[config.mk]
export PLATFORM = sky130hd
export DESIGN_NAME = cmpcap_timer
export DESIGN_NICKNAME = d
export VERILOG_FILES = /design/src/rtl/cmpcap_pkg.sv /design/src/rtl/cmpcap_counter.sv /design/src/rtl/cmpcap_edge.sv /design/src/rtl/cmpcap_flag.sv /design/src/rtl/cmpcap_timer.sv
export SDC_FILE = /design/constraint.sdc
export NUM_CORES = 1
export LEC_CHECK = 0
export CAP_MARGIN = 20
export CORE_MARGIN = 2
export CORE_UTILIZATION = 55
export DETAILED_ROUTE_END_ITERATION = 8
export HOLD_SLACK_MARGIN = 0.06
export PLACE_DENSITY = 0.91
export SLEW_MARGIN = 20
export SYNTH_ARGS = -nofsm -noshare
export SYNTH_HDL_FRONTEND = slang
export SYNTH_SLANG_ARGS = --single-unit
[constraint.sdc]
create_clock -name clk -period 5.3 [get_ports clk]
set_input_delay 1.59 -clock clk [delete_from_list [all_inputs] [get_ports clk]]
set_output_delay 1.59 -clock clk [all_outputs]
set_load 0.01 [all_outputs]
[src/rtl/cmpcap_pkg.sv]
package cmpcap_pkg;

  localparam logic [1:0] OFF_CNT = 2'd0;
  localparam logic [1:0] OFF_A   = 2'd1;
  localparam logic [1:0] OFF_B   = 2'd2;
  localparam logic [1:0] OFF_CSR = 2'd3;

  typedef enum logic [1:0] {
    ACT_HOLD = 2'b00,
    ACT_LOW  = 2'b01,
    ACT_HIGH = 2'b10,
    ACT_TOG  = 2'b11
  } out_act_e;

  // Next output level for a given action code.
  function automatic logic act_apply(input logic cur, input logic [1:0] sel);
    case (out_act_e'(sel))
      ACT_LOW:  return 1'b0;
      ACT_HIGH: return 1'b1;
      ACT_TOG:  return ~cur;
      default:  return cur;
    endcase
  endfunction

  // Whether a detected edge matches the capture-edge selection.
  function automatic logic edge_pick(input logic [1:0] sel, input logic rise,
                                     input logic fall);
    if (sel[1]) return rise | fall;
    if (sel[0]) return fall;
    return rise;
  endfunction

endpackage

[src/rtl/cmpcap_counter.sv]
module cmpcap_counter #(
  parameter int W = 8
) (
  input  logic         clk,
  input  logic         rst_n,
  input  logic         inc_i,
  input  logic         ld_i,
  input  logic [W-1:0] ld_val_i,
  output logic [W-1:0] cnt_o,
  output logic [W-1:0] nxt_o,
  output logic         step_o,
  output logic         wrap_o
);
  localparam logic [W-1:0] MAXV = '1;

  assign step_o = inc_i && !ld_i;
  assign nxt_o  = cnt_o + 1'b1;
  assign wrap_o = step_o && (cnt_o == MAXV);

  always_ff @(posedge clk) begin
    if (!rst_n)      cnt_o <= '0;
    else if (ld_i)   cnt_o <= ld_val_i;
    else if (inc_i)  cnt_o <= nxt_o;
  end
endmodule

[src/rtl/cmpcap_edge.sv]
module cmpcap_edge #(
  parameter int STAGES = 2
) (
  input  logic clk,
  input  logic rst_n,
  input  logic async_i,
  output logic rise_o,
  output logic fall_o
);
  logic [STAGES-1:0] chain;
  logic              last;

  generate
    for (genvar i = 0; i < STAGES; i++) begin : g_sync
      always_ff @(posedge clk) begin
        if (!rst_n) chain[i] <= 1'b0;
        else if (i == 0) chain[i] <= async_i;
        else chain[i] <= chain[(i == 0) ? 0 : i-1];
      end
    end
  endgenerate

  always_ff @(posedge clk) begin
    if (!rst_n) last <= 1'b0;
    else        last <= chain[STAGES-1];
  end

  assign rise_o =  chain[STAGES-1] && !last;
  assign fall_o = !chain[STAGES-1] &&  last;
endmodule

[src/rtl/cmpcap_flag.sv]
module cmpcap_flag (
  input  logic clk,
  input  logic rst_n,
  input  logic set_i,
  input  logic rd_i,
  input  logic wr0_i,
  output logic flag_o,
  output logic arm_o
);
  always_ff @(posedge clk) begin
    if (!rst_n) begin
      flag_o <= 1'b0;
      arm_o  <= 1'b0;
    end else begin
      if (set_i)               flag_o <= 1'b1;
      else if (wr0_i && arm_o) flag_o <= 1'b0;
      if (wr0_i)               arm_o  <= 1'b0;
      if (rd_i && flag_o)      arm_o  <= 1'b1;
    end
  end
endmodule

[src/rtl/cmpcap_timer.sv]
module cmpcap_timer
  import cmpcap_pkg::*;
#(
  parameter int W      = 8,
  parameter int STAGES = 2
) (
  input  logic         clk,
  input  logic         rst_n,
  input  logic         cnt_en,
  input  logic [1:0]   bus_addr,
  input  logic         bus_wr,
  input  logic         bus_rd,
  input  logic [W-1:0] bus_wdata,
  output logic [W-1:0] bus_rdata,
  input  logic         cap_in,
  output logic         tmr_out,
  output logic         flag_ovf,
  output logic         flag_a,
  output logic         flag_b
);
  localparam int NFLAG = 3;   // index 0 wrap, 1 A, 2 B
  localparam int FBASE = 5;   // flags occupy csr bits 7:5

  logic [W-1:0]     cnt, nxt, reg_a, reg_b;
  logic [4:0]       ctl;
  logic             step, evt_ovf, evt_a, evt_b, evt_cap;
  logic             rise, fall, ice;
  logic [1:0]       sel_a, sel_b;
  logic [NFLAG-1:0] flag_q, arm_q, set_v, wr0_v;
  logic             csr_wr, csr_rd;

  assign ice   = ctl[4];
  assign sel_b = ctl[3:2];
  assign sel_a = ctl[1:0];

  cmpcap_counter #(.W(W)) u_cnt (
    .clk(clk), .rst_n(rst_n), .inc_i(cnt_en),
    .ld_i(bus_wr && bus_addr == OFF_CNT), .ld_val_i(bus_wdata),
    .cnt_o(cnt), .nxt_o(nxt), .step_o(step), .wrap_o(evt_ovf)
  );

  cmpcap_edge #(.STAGES(STAGES)) u_edge (
    .clk(clk), .rst_n(rst_n), .async_i(cap_in), .rise_o(rise), .fall_o(fall)
  );

  assign evt_a   = step && (nxt == reg_a);
  assign evt_b   = step && !ice && (nxt == reg_b);
  assign evt_cap = ice && edge_pick(sel_b, rise, fall);

  assign csr_wr = bus_wr && bus_addr == OFF_CSR;
  assign csr_rd = bus_rd && bus_addr == OFF_CSR;
  assign set_v  = {evt_b || evt_cap, evt_a, evt_ovf};

  generate
    for (genvar i = 0; i < NFLAG; i++) begin : g_flag
      assign wr0_v[i] = csr_wr && !bus_wdata[FBASE+i];
      cmpcap_flag u_flag (
        .clk(clk), .rst_n(rst_n), .set_i(set_v[i]), .rd_i(csr_rd),
        .wr0_i(wr0_v[i]), .flag_o(flag_q[i]), .arm_o(arm_q[i])
      );
    end
  endgenerate

  assign flag_ovf = flag_q[0];
  assign flag_a   = flag_q[1];
  assign flag_b   = flag_q[2];

  always_ff @(posedge clk) begin
    if (!rst_n) begin
      reg_a   <= '0;
      reg_b   <= '0;
      ctl     <= '0;
      tmr_out <= 1'b0;
    end else begin
      if (bus_wr && bus_addr == OFF_A) reg_a <= bus_wdata;
      if (evt_cap) reg_b <= cnt;
      else if (bus_wr && bus_addr == OFF_B && !ice) reg_b <= bus_wdata;
      if (csr_wr) ctl <= bus_wdata[4:0];
      if (evt_a)      tmr_out <= act_apply(tmr_out, sel_a);
      else if (evt_b) tmr_out <= act_apply(tmr_out, sel_b);
    end
  end

  always_comb begin
    bus_rdata = '0;
    case (bus_addr)
      OFF_CNT: bus_rdata = cnt;
      OFF_A:   bus_rdata = reg_a;
      OFF_B:   bus_rdata = reg_b;
      default: bus_rdata[7:0] = {flag_q[2], flag_q[1], flag_q[0], ctl};
    endcase
  end
endmodule

# After elaboration in Yosys (flattened, before gate mapping)
# Cells that the tools add are included.
op_classes:
  n_addsub: 1
  eq_ne: 13
  mux: 28
  n_bitwise: 2
  reduce_logical: 43
op_table:
  columns: ["op", "count"]
  rows:
  - ["$mux W8", 4]
  - ["$pmux W8 S3", 1]
  - ["$logic_and A1 B1 Y1", 23]
  - ["$mux W1", 21]
  - ["$reduce_bool A2 Y1", 9]
  - ["$eq A8 B8 Y1", 2]
  - ["$eq A2 B2 Y1 const B", 6]
  - ["$add A8 B1 Y8 const B", 1]
  - ["$eq A8 B8 Y1 const B", 1]
  - ["$logic_not A1 Y1", 7]
  - ["$eq A2 B1 Y1 const B", 3]
  - ["$pmux W1 S3", 2]
  - ["$ne A4 B1 Y1 const B", 1]
  - ["$reduce_bool A4 Y1", 1]
  - ["$reduce_and A3 Y1", 1]
  - ["$logic_not A2 Y1", 1]
  - ["$logic_or A1 B1 Y1", 1]
  - ["$not A1 Y1", 1]
  - ["$or A1 B1 Y1", 1]
word_totals:
  register_bits: 39
  in_bits: 16
  out_inout_bits: 12
  wordCells: 101

# Depth between registers and ports, before layout
# Gate-level depths: netlist of the first run.
depth:
  ltp_word: 10
  ltp_mapped: 8
  mapped_depth_nobuf: 8

# By module
# From an unflattened synthesis of the first run, not the netlist that was laid out.
unflattened:
  cells_unflattened: 245
  area_unflattened_um2: 2307.2
by_module_without_submodules:
  columns: ["mod", "instances", "cells_per_inst", "area_each_um2", "seq_area_each_um2"]
  rows:
  - ["cmpcap_timer", 1, 146, 1435.1, 440.4]
  - ["cmpcap_counter", 1, 67, 563.0, 160.2]
  - ["cmpcap_flag", 3, 8, 72.6, 40.0]
  - ["cmpcap_edge", 1, 8, 91.3, 60.1]

# Worst setup path before layout of the first run
# No wires, ideal clock.
synth_path:
  kind: "input port to output port"
  start: "input port bus_addr[0]"
  end: "output port bus_rdata[5]"
  arrival_ns: 2.505
  required_ns: 3.710
  path_slack_ns: 1.205
  cell_stages: 2
  n_path_buf: 1
  path_cell_list: "buf_1 -> mux4_2"
synth_between:
  elab_chain_len: 2
  word_cells_on_any_way: 4
  cone_classes: "eq/ne: 2; mux: 1; reduce/logical: 1"
synth_rtl:
  columns: ["item", "line", "rtl"]
  rows:
  - ["start: declaration", "cmpcap_timer.sv:10", "input logic [1:0] bus_addr,"]
  - ["$eq A2 B2 Y1, or another cell as far along", "cmpcap_timer.sv:86", "case (bus_addr)"]
  - ["$pmux W8 S3 *", "cmpcap_timer.sv:86", null]
  - ["end: declaration", "cmpcap_timer.sv:14", "output logic [W-1:0] bus_rdata,"]
# Mark *: on every way between the ends. The rest lies on a longest branch, timed or not.

# Final worst setup path of the first run
layout_path:
  start: "input port bus_addr[0]"
  end: "output port bus_rdata[6]"
# Same word-level chain as after synthesis.

==> metrics, run 1 <==
min-delay src=u_edge.chain[0]; WL per Instance=16.71 um; vias per inst=between 5 and 6; area grow syn2layout=15.72%; initial antenna violation count=0; H-tree Lvls=2; total wire length=5279 um; largest family of logic cells by synthesized area=simple AND/OR/NAND/NOR gates; Crit Reg-Reg Endpoint=tmr_out; Comb pwr share=17.5%; Startpoint Class=input port; Net Sw Frac=26.69%; CP arrival=3.39 ns; die width=68.79 um; pwr dens=238.6 nW/um2; global route total overflow=0; die area=4731 um2; gr usage total=24.43%; number of DRC markers in iteration 0=160; PostCTS Resize Cnt=0; status=finished, final reports clean; final std cells w/o fill=between 300 and 400; post-DP HPWL=3788 um; crit-path max cell delay=0.74 ns; Core Util, Final=66.30%; min-delay worst type=register to register; Critical Path RT=3.71 ns; Mapped Avg Cell Area=9.384 um2; xor and xnor area share after synthesis=12.30%; CP Buf/Inv Count=2; CP max-delay cell=clkdlybuf4s50_1; final total power=637.4 uW; Critical Path Fanout Max=10; synthesized instance count=246; fin area=2671 um2; final number of hold-violating endpoints=0; Critical Path Sink Type=output port; Starting Density=57.30%; synthesized net count=267; Clk Latency, worst-skew pair=0.29 ns; Worst Reg2Reg Path Length in Cells=8; Compound-Gate Fraction of Synth Area=9.756%; critical path class=input port to output port; DR vias=about 1,900; Psw=about 170 uW; std cell rows=23; number of max-cap violations=0; clock tree from TritonCTS=done; Crit path max-delay family=buffers and inverters; post-synthesis mux area share=17.83%; synth unique cells=42; peak supply drop=between 0.00015 and 0.0002 V; CTS buffer count=5; Reg2Reg Setup Slack=2.79 ns; First-pass DRT Iterations=4; Worst R2R Start=u_cnt.cnt_o[0]; I/O Buffers=27; placed standard-cell area=between 2000 and 3000 um2; Clock Skew=0.005317 ns; Worst Hold Depth=1; core area=4029 um2; Synth Flop Type=dfxtp_1; simple-gate share of the synthesized area=18.97%; largest net degree at the start of global routing=20; Post-synth ARST share=0%; Root Buffer=clkbuf_8; CTS sink cnt=39; hold buffers post-CTS=0; placed instance count=309; # nets final=approximately 290; Die Ht=68.79 um; DR DRC count=0; CP Cell Sequence=clkdlybuf4s50_1, mux4_2, clkdlybuf4s50_1; Post-Synth Adder-Cell Area=around 2.7%; Slew HR=between 30% and 40%; fin. max-slew vios=0; FMAX=200.9 MHz; FF+latch count, synth=39; Reg clk slew, reported paths=0.07 ns; vias in the first global route=1,759; GPL Wtd Cong=0.9099; I/O pin count=28; post-layout minimum cycle time=~5 ns; sequential area share after synthesis=33.82%; Clk network pwr share=between 30% and 40%; n_diodes=0; cell area after synthesis=approximately 2300 um2; RSZ-0062 raised after global routing=false; Pleak=0.001053 uW; final worst path period share=93.92%; post-detailed-route count of antenna-violating nets=0; Post-synth EDFFs=0; Setup Fix Bufs, Post-CTS=0; setup TNS=0 ns; Max Buffers Root-to-Sink=2; yosys warns=0; Worst-Margin Slew=0.9938 ns; Internal Pwr Total=roughly 470 uW; final setup violation count=0; Flop pwr share=50.7%; CP most frequent cell=clkdlybuf4s50_1; layout cells sized above 1=around a tenth; Endpoint, Worst Hold=u_edge.chain[1]; first-pass GRT wire length=a little over 8000 um
-- metal layers --
layer | wire length (um) | GRT usage [%] | vias to the layer above
met1 | 2161 | 28.83 | 894
met2 | 2608 | 40.26 | 69
met5 | 0 | 0 | -
met3 | 392 | 6.818 | 16
li1 | - | - | 907
met4 | 116 | 12.99 | 0
-- synth_stat cells (all sizes together), types with 2 or more instances --
cell type / instances / area, um2
nor2: 41 / 153.9
dfxtp: 39 / 780.8
mux2i: 22 / 220.2
nand2: 17 / 63.81
a211oi: 14 / 105.1
xor2: 13 / 121.4
clkbuf: 10 / 37.54
xnor2: 10 / 95.10
buf: 8 / 50.04
mux4: 8 / 180.2
o21ai: 7 / 35.03
nand4: 6 / 37.54
ha: 5 / 62.56
nand3: 5 / 25.02
a21oi: 4 / 20.02
inv: 4 / 15.01
or3: 4 / 25.02
a311oi: 3 / 26.28
and2: 3 / 18.77
nand3b: 3 / 22.52
xnor3: 3 / 67.56
and3: 2 / 12.51
nor2b: 2 / 12.51
-- registers in the layout, indices dropped and copies added, names as in the netlist --
register / count
reg_b: 8
g_flag.u_flag.arm_o: 3
tmr_out: 1
reg_a: 8
u_cnt.cnt_o: 8
u_edge.chain: 2
ctl: 5
g_flag.u_flag.flag_o: 3
u_edge.last: 1
-- power by group through the flow --
stage	sequential, uW	combinational, uW	clock, uW
after floorplan	320	82.0	0
after global placement	329	108	0
after detailed placement	329	111	0
after CTS	323	112	205
after global routing	325	121	222
final	323	112	203
-- area by class of cell --
type,count,area (um2)
Clock inverter,1,5.005
Inverter,5,18.77
Clock buffer,6,82.58
Sequential cell,39,780.7
Timing Repair Buffer,31,300.3
Multi-Input combinational cell,184,1421
Tap cell,50,62.56
Fill cell,331,1358
-- cell usage in the layout, fill, tap and decap left out, types with 5 or more instances in the layout --
cell type	count
a211oi_1	14
o21ai_0	6
nand2_1	17
ha_1	5
mux4_2	8
mux2i_1	22
nor2_1	41
xor2_1	12
clkbuf_8	6
clkdlybuf4s50_1	27
nand4_1	6
nand3_1	5
xnor2_1	9
dfxtp_1	39
-- logic make-up after synthesis --
group           after synthesis
buf+inv                      23
fa+ha+maj                     5
mux                          31
xor+xnor                     26
simple gates                 89
flops                        39
compound gates               33
-- per-stage QoR --
stage	hold slack [ns]	worst slack (ns)
after global placement	0.4126	0.3625
after detailed placement	0.4181	0.3177
final	0.4362	0.3222
after floorplan	0.4118	1.205
after global routing	0.4635	0.2428
after CTS	0.4384	0.3191
-- how the worst max path moves through the flow --
| stage | startpoint | endpoint | slack, ns | depth (start not counted) |
|---|---|---|---|---|
| 2_1_floorplan | bus_addr[0] | bus_rdata[5] | 1.20 | 2 |
| 3_5_place_dp | bus_addr[0] | bus_rdata[6] | 0.32 | 3 |
| 4_1_cts | bus_addr[0] | bus_rdata[6] | 0.32 | 3 |
| 3_3_place_gp | bus_addr[0] | bus_rdata[5] | 0.36 | 3 |
| 6_report | bus_addr[0] | bus_rdata[6] | 0.32 | 3 |
| 5_1_grt | bus_addr[0] | bus_rdata[6] | 0.24 | 3 |
(Power assumes the default switching activity.)
==> run 2: changes to the inputs <==
HOLD_SLACK_MARGIN = unset   (was 0.06)
REMOVE_ABC_BUFFERS = 1   (was unset)
==> metrics, run 2 (synthesis results as in run 1) <==
Slew HR=36.80% (was 33.38%); Psw=169.9 uW (was 170.1 uW); placed standard-cell area=2576 um2 (was 2584 um2); Startpoint Class=input port (unchanged); CP max-delay cell=clkdlybuf4s50_1 (unchanged); Pleak=0.001056 uW (was 0.001053 uW); Worst-Margin Slew=0.9429 ns (was 0.9938 ns); DRT met1 WL=2131 um (was 2161 um); I/O Buffers=27 (unchanged); CP Buf/Inv Count=3 (was 2); biggest regs=reg_a: 8 flops, reg_b: 8 flops, u_cnt.cnt_o: 8 flops (unchanged); CP most frequent cell=clkdlybuf4s50_1 (unchanged); final setup violation count=0 (unchanged); DP Worst Slack=0.3838 ns (was 0.3177 ns); number of max-cap violations=0 (unchanged); fin. max-slew vios=0 (unchanged); critical path class=input port to output port (unchanged); clock tree from TritonCTS=done (unchanged); first-pass GRT wire length=8369 um (was 8286 um); Die Ht=68.79 um (unchanged); commonest non-fill, non-tap cells in the layout=41 x nor2_1, 39 x dfxtp_1, 27 x clkdlybuf4s50_1, 22 x mux2i_1, 17 x nand2_1 (unchanged); placed instance count=308 (was 309); Internal Pwr Total=459.2 uW (was 467.3 uW); fin area=2685 um2 (was 2671 um2); die width=68.79 um (unchanged); vias per inst=5.896 (was 5.968); DR vias=1,869 (was 1,886); WL per Instance=16.78 um (was 16.71 um); min-delay worst type=register to register (unchanged); Clock Skew=0.01221 ns (was 0.005317 ns); final number of hold-violating endpoints=0 (unchanged); Crit path max-delay family=buffers and inverters (unchanged); final worst path period share=93.03% (was 93.92%); initial antenna violation count=0 (unchanged); total wire length=5320 um (was 5279 um); Reg2Reg Setup Slack=2.81 ns (was 2.79 ns); Worst Hold Depth=1 (unchanged); pwr dens=234.3 nW/um2 (was 238.6 nW/um2); PostCTS Resize Cnt=0 (unchanged); DR DRC count=0 (unchanged); most common cell after layout, fill and taps aside=nor2_1 (unchanged); Endpoint, Worst Hold=u_edge.chain[1] (unchanged); Critical Path Fanout Max=8 (was 10); Flop pwr share=51.3% (was 50.7%); largest net degree at the start of global routing=37 (was 20); area grow syn2layout=16.31% (was 15.72%); RSZ-0062 raised after global routing=false (unchanged); Crit Reg-Reg Endpoint=tmr_out (unchanged); Setup Fix Bufs, Post-CTS=0 (unchanged); gr usage total=24.69% (was 24.43%); global route total overflow=0 (unchanged); peak supply drop=0.0001336 V (was 0.0001955 V); crit-path max cell delay=0.69 ns (was 0.74 ns); FMAX=202.8 MHz (was 200.9 MHz); post-DP HPWL=3689 um (was 3788 um); CTS sink cnt=39 (unchanged); Root Buffer=clkbuf_8 (unchanged); Final WS setup=0.3693 ns (was 0.3222 ns); Reg clk slew, reported paths=0.08 ns (was 0.07 ns); die area=4731 um2 (unchanged); Comb pwr share=18.1% (was 17.5%); # nets final=287 (unchanged); Max Buffers Root-to-Sink=2 (unchanged); post-detailed-route count of antenna-violating nets=0 (unchanged); top sig layer=met4 (unchanged); std cell rows=23 (unchanged); routed wl met3=366 um (was 392 um); Worst Reg2Reg Path Length in Cells=8 (unchanged); Clk network pwr share=30.6% (was 31.8%); number of DRC markers in iteration 0=175 (was 160); core area=4029 um2 (unchanged); CP arrival=3.34 ns (was 3.39 ns); min-delay src=u_edge.chain[0] (unchanged); Starting Density=57.30% (unchanged); First-pass DRT Iterations=4 (unchanged); post-layout minimum cycle time=4.931 ns (was 4.978 ns); Critical Path Sink Type=output port (unchanged); Worst R2R Start=u_cnt.cnt_o[0] (unchanged); layout cells sized above 1=8.989% (was 9.398%); vias in the first global route=1,810 (was 1,759); final std cells w/o fill=317 (was 316); I/O pin count=28 (unchanged); H-tree Lvls=2 (unchanged); hold buffers post-CTS=0 (unchanged); setup TNS=0 ns (unchanged); wire length on met2=2661 um (was 2608 um); CP Cell Sequence=clkdlybuf4s50_1, buf_4, mux4_2, clkdlybuf4s50_1 (was clkdlybuf4s50_1, mux4_2, clkdlybuf4s50_1); n_diodes=0 (unchanged); Clk Latency, worst-skew pair=0.30 ns (was 0.29 ns); CTS buffer count=5 (unchanged); Critical Path RT=3.71 ns (about the same); status=finished, final reports clean (unchanged); Net Sw Frac=27.00% (was 26.69%); GPL Wtd Cong=0.8963 (was 0.9099)
==> run 2: changes by cell type in the layout (fill, tap and decap cells not counted), sizes merged <==
cell,previous run,this run
clkbuf,6,7
==> run 2: final cells by class <==
cell class	instances	area [um2]
Multi-Input combinational cell	184	1421
Sequential cell	39	780.7
Inverter	5	18.77
Fill cell	332	1344
Timing Repair Buffer	31	320.3
Tap cell	50	62.56
Clock inverter	1	5.005
Clock buffer	7	76.32
==> run 2: worst max path at each step <==
stage	from	endpoint	slack [ns]	cells after the start
after floorplan	bus_addr[1]	bus_rdata[0]	1.61	1
after global placement	bus_addr[0]	bus_rdata[0]	0.40	4
after detailed placement	bus_addr[0]	bus_rdata[0]	0.38	4
after CTS	bus_addr[0]	bus_rdata[0]	0.38	4
after global routing	bus_addr[0]	bus_rdata[0]	0.30	4
final	bus_addr[0]	bus_rdata[0]	0.37	4
==> run 2: worst reg2reg max path: cells and delay by family (launching register included) <==
family / cells / cell delay [ns]
xor+xnor: 1 / 0.22
fa+ha+maj: 1 / 0.30
simple gates: 4 / 0.97
compound gates: 2 / 0.43
flops: 1 / 0.49
==> run 2: routing by layer <==
layer	global-route usage, %	vias to the layer above
li1	-	910
met1	28.66	869
met2	43.27	74
met3	5.519	16
met4	11.03	0
met5	0	-
==> run 2: power by group through the flow <==
stage / registers, uW / clock network [uW] / logic [uW]
floorplan: 325 / 0 / 68.2
finish: 323 / 192 / 114
global route: 325 / 209 / 123
global placement: 328 / 0 / 107
detailed placement: 329 / 0 / 111
CTS: 322 / 197 / 112
==> run 2: stage by stage <==
step           hold slack [ns]  power (uW)  util, %
6_report                0.4524       629.1    66.65
5_1_grt                 0.4659       656.8    66.65
4_1_cts                 0.4517       631.1    65.96
3_5_place_dp            0.4398       439.8    63.94
3_3_place_gp            0.4166       435.4    63.94
2_1_floorplan           0.4118       393.2        -
==> run 3: changes to the inputs <==
CORE_UTILIZATION = 25   (was 55)
PLACE_DENSITY = 0.54   (was 0.91)
==> metrics, run 3 (synthesis results as in run 1) <==
status=finished, final reports clean (unchanged); die width=100.1 um (was 68.79 um); Clk Latency, worst-skew pair=0.29 ns (was 0.30 ns); number of DRC markers in iteration 0=63 (was 175); DR vias=1,869 (unchanged); min-delay src=u_edge.chain[0] (unchanged); n_diodes=0 (unchanged); Final WS setup=0.3795 ns (was 0.3693 ns); pwr dens=248.9 nW/um2 (was 234.3 nW/um2); number of max-cap violations=0 (unchanged); initial antenna violation count=0 (unchanged); vias in the first global route=1,788 (was 1,810); total wire length=5785 um (was 5320 um); First-pass DRT Iterations=4 (unchanged); Die Ht=100.1 um (was 68.79 um); Startpoint Class=input port (unchanged); post-DP HPWL=4178 um (was 3689 um); most common cell after layout, fill and taps aside=nor2_1 (unchanged); CTS sink cnt=39 (unchanged); Fillers=970 (was 332); Setup Fix Bufs, Post-CTS=0 (unchanged); PostCTS Resize Cnt=0 (unchanged); commonest non-fill, non-tap cells in the layout=41 x nor2_1, 39 x dfxtp_1, 27 x clkdlybuf4s50_1, 22 x mux2i_1, 17 x nand2_1 (unchanged); WL per Instance=15.22 um (was 16.78 um); gr usage total=12.08% (was 24.69%); Core Util, Final=30.66% (was 66.65%); # nets final=289 (was 287); crit-path max cell delay=0.54 ns (was 0.69 ns); critical path class=input port to output port (unchanged); Worst Hold Depth=1 (unchanged); I/O Buffers=27 (unchanged); placed instance count=372 (was 308); global route total overflow=0 (unchanged); Pleak=0.001076 uW (was 0.001056 uW); GPL Wtd Cong=0.7812 (was 0.8963); Endpoint, Worst Hold=u_edge.chain[1] (unchanged); final std cells w/o fill=380 (was 317); DP Worst Slack=0.3661 ns (was 0.3838 ns); CP max-delay cell=mux4_2 (was clkdlybuf4s50_1); CP most frequent cell=clkdlybuf4s50_1 (unchanged); largest net degree at the start of global routing=21 (was 37); vias per inst=4.918 (was 5.896); std cell rows=35 (was 23); Critical Path Fanout Max=13 (was 8); CP Cell Sequence=clkdlybuf4s50_1, buf_4, mux4_2, clkdlybuf4s50_1 (unchanged); post-detailed-route count of antenna-violating nets=0 (unchanged); fin. max-slew vios=0 (unchanged); CTS buffer count=5 (unchanged); final total power=695.1 uW (was 629.1 uW); FMAX=203.2 MHz (was 202.8 MHz); RSZ-0062 raised after global routing=false (unchanged); Max Buffers Root-to-Sink=2 (unchanged); Slew HR=30.23% (was 36.80%); Worst-Margin Slew=1.041 ns (was 0.9429 ns); die area=10,020 um2 (was 4731 um2); Root Buffer=clkbuf_8 (unchanged); layout cells sized above 1=10.41% (was 8.989%); peak supply drop=0.00008895 V (was 0.0001336 V); Crit Reg-Reg Endpoint=tmr_out (unchanged); min-delay worst type=register to register (unchanged); Worst Reg2Reg Path Length in Cells=8 (unchanged); hold buffers post-CTS=0 (unchanged); setup TNS=0 ns (unchanged); core area=9109 um2 (was 4029 um2); final worst path period share=92.84% (was 93.03%); I/O pin count=28 (unchanged); Reg2Reg Setup Slack=2.72 ns (was 2.81 ns); DR DRC count=0 (unchanged); Clock Skew=0.008104 ns (was 0.01221 ns); Reg clk slew, reported paths=0.07 ns (was 0.08 ns); final number of hold-violating endpoints=0 (unchanged); post-layout minimum cycle time=4.921 ns (was 4.931 ns); H-tree Lvls=2 (unchanged); Critical Path RT=3.71 ns (about the same); final setup violation count=0 (unchanged); clock tree from TritonCTS=done (unchanged); CP arrival=3.33 ns (was 3.34 ns); Crit path max-delay family=buffers and inverters (unchanged); Worst R2R Start=u_cnt.cnt_o[0] (unchanged); Starting Density=25.34% (was 57.30%); CP Buf/Inv Count=3 (unchanged); area grow syn2layout=20.98% (was 16.31%); first-pass GRT wire length=9404 um (was 8369 um); biggest regs=reg_a: 8 flops, reg_b: 8 flops, u_cnt.cnt_o: 8 flops (unchanged); Critical Path Sink Type=output port (unchanged)
## run 3: changes by cell type in the layout (fill, tap and decap cells not counted)
cell,change
bufinv_16,+1
buf_16,-1
buf_4,+3
clkbuf_1,-2
clkbuf_8,+1
## run 3: how the worst max path moves through the flow
stage                 from            to  slack (ns)  cells after the start
6_report       bus_addr[1]  bus_rdata[0]        0.38                      4
5_1_grt        bus_addr[1]  bus_rdata[0]        0.30                      4
4_1_cts        bus_addr[1]  bus_rdata[3]        0.36                      4
3_5_place_dp   bus_addr[1]  bus_rdata[3]        0.37                      4
3_3_place_gp   bus_addr[1]  bus_rdata[3]        0.36                      4
2_1_floorplan  bus_addr[1]  bus_rdata[0]        1.61                      1
## run 3: metrics by stage
stage                     area [um2]  hold WS [ns]
after floorplan                 2221        0.4118
after global placement          2675        0.4191
after detailed placement        2675        0.4202
after CTS                       2793        0.4384
after global routing            2793        0.4685
final                           2793        0.4358
## run 3: worst reg2reg max path, stage by stage (launching register included)
cell and delay (ns):
dfxtp_1 0.49, ha_1 0.30, nand3_1 0.22, xnor2_1 0.22, nor4_1 0.39, nand4_1 0.36
nor4b_4 0.25, o21ai_1 0.14, o32ai_1 0.09
## run 3: metal layers
layer,global-route usage (%),share of wire (%),vias up
li1,-,-,911
met1,16.58,48,910
met2,19.59,47,42
met3,2.507,4.3,6
met4,2.845,0.83,0
met5,0,0,-
## run 3: cell type report
type	count	area [um2]	share of cell area, %
Clock buffer	6	82.58	2.957
Clock inverter	2	35.03	1.254
Inverter	5	18.77	0.6720
Multi-Input combinational cell	184	1421	50.90
Sequential cell	39	780.7	27.96
Tap cell	111	138.9	4.973
Timing Repair Buffer	33	315.3	11.29
## run 3: report_power, final
group | switching [uW] | internal [uW]
sequential | 17.5 | 305
clock | 107 | 152
combinational | 52.4 | 60.8
